<file path="config.mk">
export PLATFORM = sky130hd
export DESIGN_NAME = jabber_guard
export DESIGN_NICKNAME = d
export VERILOG_FILES = /design/src/rtl/jg_pkg.sv /design/src/rtl/jg_timer.sv /design/src/rtl/jg_sticky.sv /design/src/rtl/jabber_guard.sv
export SDC_FILE = /design/constraint.sdc
export NUM_CORES = 1
export LEC_CHECK = 0
export ABC_AREA = 1
export BUFFER_PORTS_ARGS = -buffer_cell sky130_fd_sc_hd__buf_2
export CELL_PAD_IN_SITES_DETAIL_PLACEMENT = 1
export CELL_PAD_IN_SITES_GLOBAL_PLACEMENT = 1
export CORE_MARGIN = 8
export CORE_UTILIZATION = 44
export CTS_BUF_LIST = sky130_fd_sc_hd__clkbuf_16
export DETAILED_ROUTE_END_ITERATION = 10
export PLACE_DENSITY_LB_ADDON = 0.05
export SYNTH_ARGS = -nofsm -noshare
export SYNTH_HDL_FRONTEND = slang
export SYNTH_SLANG_ARGS = --single-unit
</file>
<file path="constraint.sdc">
create_clock -name clk_i -period 2.4 [get_ports clk_i]
set_input_delay 0.48 -clock clk_i [delete_from_list [all_inputs] [get_ports clk_i]]
set_output_delay 0.48 -clock clk_i [all_outputs]
set_load 0.01 [all_outputs]
</file>
<file path="src/rtl/jg_pkg.sv">
package jg_pkg;
  localparam int unsigned ADDR_W = 5;
  localparam logic [ADDR_W-1:0] ADDR_BSTS = 5'h01;
  localparam logic [ADDR_W-1:0] ADDR_ISTS = 5'h11;

  typedef struct packed {
    logic an_able;
    logic link;
    logic jab;
    logic ext_cap;
  } sts_t;
endpackage

</file>
<file path="src/rtl/jg_timer.sv">
module jg_timer #(
  parameter int unsigned     CW  = 22,
  parameter logic [CW-1:0]   LIM = '1
) (
  input  logic clk_i,
  input  logic rst_ni,
  input  logic tx_en_i,
  input  logic arm_i,
  output logic tx_en_o,
  output logic trip_o
);
  logic [CW-1:0] cnt_q;
  logic          blk_q;

  assign trip_o  = arm_i && tx_en_i && !blk_q && (cnt_q == LIM);
  assign tx_en_o = tx_en_i && !blk_q && !trip_o;

  always_ff @(posedge clk_i or negedge rst_ni) begin
    if (!rst_ni) begin
      cnt_q <= '0;
      blk_q <= 1'b0;
    end else begin
      if (!tx_en_i || !arm_i) cnt_q <= '0;
      else if (cnt_q != LIM)  cnt_q <= cnt_q + 1'b1;
      // stay blocked until the MAC lets go
      if (trip_o)        blk_q <= 1'b1;
      else if (!tx_en_i) blk_q <= 1'b0;
    end
  end

  AST_GATE_SUBSET: assert property (@(posedge clk_i) disable iff (!rst_ni)
    tx_en_o |-> tx_en_i);
  AST_CNT_BOUND: assert property (@(posedge clk_i) disable iff (!rst_ni)
    cnt_q <= LIM);
  AST_CUT_STICKS: assert property (@(posedge clk_i) disable iff (!rst_ni)
    ($past(tx_en_i) && !$past(tx_en_o) && tx_en_i) |-> !tx_en_o);
endmodule

</file>
<file path="src/rtl/jg_sticky.sv">
module jg_sticky #(
  parameter logic RST_VAL = 1'b0
) (
  input  logic clk_i,
  input  logic rst_ni,
  input  logic set_i,
  input  logic clr_i,
  output logic q_o
);
  always_ff @(posedge clk_i or negedge rst_ni) begin
    if (!rst_ni) q_o <= RST_VAL;
    else         q_o <= set_i | (q_o & ~clr_i); // set beats clear
  end

  AST_SET_WINS: assert property (@(posedge clk_i) disable iff (!rst_ni)
    set_i |=> q_o);
endmodule

</file>
<file path="src/rtl/jabber_guard.sv">
module jabber_guard
  import jg_pkg::*;
#(
  parameter int unsigned CLK_KHZ  = 25000,
  parameter int unsigned LIMIT_US = 105000
) (
  input  logic              clk_i,
  input  logic              rst_ni,
  input  logic              tx_en_i,
  input  logic              speed10_i,
  input  logic              link_ok_i,
  input  logic              rd_en_i,
  input  logic [ADDR_W-1:0] rd_addr_i,
  input  logic              jab_ie_i,
  output logic              tx_en_o,
  output logic [3:0]        stat_o,
  output logic              irq_o
);
  localparam longint unsigned LIMIT_CYC = longint'(CLK_KHZ) * longint'(LIMIT_US) / 1000;
  localparam int unsigned     CW        = $clog2(LIMIT_CYC + 1);
  localparam logic [CW-1:0]   LIM       = CW'(LIMIT_CYC);

  logic trip;
  logic clr_jab, clr_link;
  logic jab_q, lost_q;
  sts_t sts;

  assign clr_link = rd_en_i && (rd_addr_i == ADDR_BSTS);
  assign clr_jab  = rd_en_i && ((rd_addr_i == ADDR_BSTS) || (rd_addr_i == ADDR_ISTS));

  jg_timer #(.CW(CW), .LIM(LIM)) u_timer (
    .clk_i   (clk_i),
    .rst_ni  (rst_ni),
    .tx_en_i (tx_en_i),
    .arm_i   (speed10_i),
    .tx_en_o (tx_en_o),
    .trip_o  (trip)
  );

  jg_sticky #(.RST_VAL(1'b0)) u_jab (
    .clk_i  (clk_i),
    .rst_ni (rst_ni),
    .set_i  (trip),
    .clr_i  (clr_jab),
    .q_o    (jab_q)
  );

  // link kept as a sticky "lost" flag; reset counts as lost
  jg_sticky #(.RST_VAL(1'b1)) u_lost (
    .clk_i  (clk_i),
    .rst_ni (rst_ni),
    .set_i  (~link_ok_i),
    .clr_i  (clr_link),
    .q_o    (lost_q)
  );

  always_comb begin
    sts.an_able = 1'b1;
    sts.link    = ~lost_q;
    sts.jab     = jab_q;
    sts.ext_cap = 1'b1;
  end

  assign stat_o = sts;
  assign irq_o  = jab_q & jab_ie_i;

  AST_FAST_QUIET: assert property (@(posedge clk_i) disable iff (!rst_ni)
    !speed10_i |-> !trip);
  AST_JAB_HOLD: assert property (@(posedge clk_i) disable iff (!rst_ni)
    (stat_o[1] && !clr_jab) |=> stat_o[1]);
  AST_LINK_HOLD: assert property (@(posedge clk_i) disable iff (!rst_ni)
    (!stat_o[2] && !clr_link) |=> !stat_o[2]);
endmodule

</file>
==> results.md <==
- Status: finished clean
- Total Wirelength: around 4600 um
- M1 WL: about 2100 um
- Setup Skew: just under 0.004 ns
- Starting Density: 0.446
- # port buffers: 15
- Power per Cell Area: between 400 and 500 mW/mm^2
- Synth Area in Adders: 0.0157
- Row count: 22
- Hold Path Class: in2async
- Comb power frac: 0.050
- Net Sw Frac: 0.221
- Die X: between 70 and 80 um
- Final setup margin: ~0.22 ns
- Drc violations: 0
- Post-cts gate resize count: 0
- Slew margin rel.: 0.604
- Post-synthesis async set-or-reset flop share: 1.00
- Largest net degree at the start of global routing: 26
- EDFF count, synth: 0
- Worst slew pin tran: between 0.5 and 0.6 ns
- Number of synthesized register bits: 25
- Synth top area cells: dfrtp_1, nand2_1, nor2_1
- Antenna violations before repair: 0
- Fin nets: between 200 and 300
- Fin. Hold Viols: 0
- RSZ-0062 raised after global routing: no
- Max Buffers Root-to-Sink: 2
- Synthesized cell area: 0.00160 mm^2
- Nature of the critical path startpoint: register
- Final Max Slew Viols: 0
- Number of library cell types mapped by synthesis: 26
- Post-Layout Cell Count: a little under 300
- Register-to-Register Path Depth: 8
- Register area share after synthesis: 0.393
- Synth Area in XOR/XNOR: 0.00549
- Reg power frac: 0.501
- Placed insts: 294
- Top cell type's share of synthesized area: 0.376
- Setup TNS: 0 ns
- Simple-gate share of the synthesized area: 0.425
- Yosys top cell by area: dfrtp_1
- Syn Area/Cell: approximately 6.8 um^2
- CP Class: reg2out
- Total Die Area: just under 0.006 mm^2
- CP arrival: 1.70 ns
- Worst slack at placement: 0.490 ns
- Area after DPL: about 0.0017 mm^2
- Vias: ~1500
- Wire length on met2: between 2000 and 2500 um
- Fraction of layout cells with a size suffix above 1: 0.124
- CTS tree: built
- Clock Latency Late Sink: about 0.26 ns
- Peak Freq: roughly 460 MHz
- Post-layout instance area: 0.00178 mm^2
- Crit end category: primary output
- Switching Power: about 190 uW
- Main combinational cell family by area after synthesis: simple AND/OR/NAND/NOR gates
- CTS root buffer: clkbuf_16
- Compound-gate portion of the synthesized area: 0.0667
- Critical Path Start: u_timer.cnt_q[0]
- P_int: 662 uW
- I/O Pins: 18
- Die Ht: between 70 and 80 um
- Clock slew at reported path FFs: about 0.060 ns
- FF-to-FF Start: u_timer.cnt_q[0]
- WL met3: around 120 um
- CTS sink count: 25
- Core outline area: 0.00358 mm^2
- Static Leak: between 0.7 and 0.8 nW
- Setup bufs post-CTS: 0
- Reg2Reg Setup Slack: roughly 0.75 ns
- Main synth FF type: dfrtp_1
- TritonCTS Buffers: 3
- Overflow after GRT: 0
- Total power: approximately 850 uW
- GRT Total Usage: 0.163
- Mux contribution to synthesized area: 0
- Post-Synthesis Cells: roughly 230
- P&R area growth vs syn: 11.6%
- Max Cap Viol: 0
- Max VDD drop: ~210 uV
- CP Max Fanout: 6
- First-pass DRT Iterations: 6
- Antenna viol nets, final: 0
- Number of diodes: 0
- Via density: around 5.2
- Critical Path RT: approximately 1.9 ns
- Crit path to: tx_en_o
- Hold_buf cts: 0
- Routed wire per std cell: ~15 um
- Post-DP HPWL: 3640 um
- Tmin final: about 2.2 ns
- Max layer used: met4
- Vias in the first global route: roughly 1700
- R2R Path End: u_timer.cnt_q[20]
- Synth warn: 0
- CTS H-tree depth: 1
- Clock share of power: 0.449
- Final period util: 0.908
- Final setup violation count: 0
- Initial drt markers: between 50 and 60
- Global placement routability congestion: 0.890
- First-pass GRT wire length: 7890 um
## layer usage
layer,track usage,vias up
met4,0.0442,0
met1,0.195,756
met5,0,-
met2,0.292,14
met3,0.0259,8
li1,-,770
## metrics by stage
step                       util  hold WS, ns
after floorplan               -        0.184
after global placement    0.475        0.466
after detailed placement  0.475        0.471
after CTS                 0.498        0.238
after global routing      0.498        0.265
final                     0.498        0.215
## cell usage in the layout (no fill, tap or decap)
cell | synthesis | layout
conb_1 | 1 | 2
nand3_1 | 18 | 18
inv_1 | 28 | 28
nand3b_1 | 1 | 1
clkbuf_16 | 0 | 3
ha_1 | 2 | 2
xor2_1 | 1 | 1
nand2_2 | 2 | 2
and2_4 | 1 | 1
a31oi_1 | 1 | 1
nor2_1 | 45 | 45
dfstp_2 | 1 | 1
nand4_1 | 9 | 9
nor3_2 | 1 | 1
nor2_4 | 3 | 3
o21ai_0 | 11 | 11
o21ai_1 | 1 | 1
nand2_1 | 63 | 63
buf_2 | 1 | 15
dfrtp_1 | 24 | 24
a21oi_1 | 8 | 8
buf_4 | 3 | 1
clkinv_2 | 0 | 1
nand3_2 | 2 | 2
nor2_2 | 1 | 1
nor3_1 | 4 | 4
nor3b_1 | 1 | 1
## power groups by stage
| stage | Sequential (mW) | Clock [mW] | Combinational, mW |
|---|---|---|---|
| after global placement | 0.434 | 0 | 0.0421 |
| after global routing | 0.426 | 0.393 | 0.0491 |
| after floorplan | 0.433 | 0 | 0.0224 |
| final | 0.426 | 0.381 | 0.0424 |
| after CTS | 0.426 | 0.382 | 0.0440 |
| after detailed placement | 0.434 | 0 | 0.0439 |
## worst min path at each step
stage / end / slack (ns) / cells past startpoint
2_1_floorplan: u_jab.q_o / 0.18 / 0
3_3_place_gp: u_lost.q_o / 0.47 / 2
3_5_place_dp: u_lost.q_o / 0.47 / 2
4_1_cts: u_timer.cnt_q[1] / 0.24 / 1
5_1_grt: u_timer.cnt_q[1] / 0.26 / 1
6_report: u_timer.cnt_q[20] / 0.22 / 1
## registers in the layout, summed over array words and instances, names as in the netlist
| signal | count |
|---|---|
| u_timer.cnt_q | 22 |
| u_jab.q_o | 1 |
| u_lost.q_o | 1 |
| u_timer.blk_q | 1 |
## cells in the mapped netlist, types with 2 or more instances
cell,count
nor3_1,4
o21ai_0,11
nand3_2,2
ha_1,2
inv_1,28
nand3_1,18
nand2_1,63
nor2_1,45
nand4_1,9
buf_4,3
dfrtp_1,24
nor2_4,3
a21oi_1,8
nand2_2,2
## cell type report
| class | count | area (um^2) |
|---|---|---|
| inverter | 28 | 105 |
| clock buffer | 3 | 75.1 |
| multi-input combinational | 177 | 826 |
| clock inverter | 1 | 5.00 |
| fill | 493 | 1800 |
| tap | 48 | 60.1 |
| timing repair buffer | 16 | 82.6 |
| sequential | 25 | 627 |
## worst max-delay path, stage by stage (launching register included)
cell	delay [ns]
dfrtp_1	0.45
inv_1	0.11
ha_1	0.20
nand2_1	0.07
nor3_1	0.14
nand2_1	0.07
nor2_1	0.16
a31oi_1	0.10
buf_2	0.15
## cell families after synthesis
kind of cell             Yosys count
AND/OR/NAND/NOR                  151
buffers and inverters             33
flip-flops                        25
AO/OA/AOI/OAI                     21
adder cells (fa/ha/maj)            2
XOR/XNOR                           1
other                              1
Power figures use the tool's default switching activity.
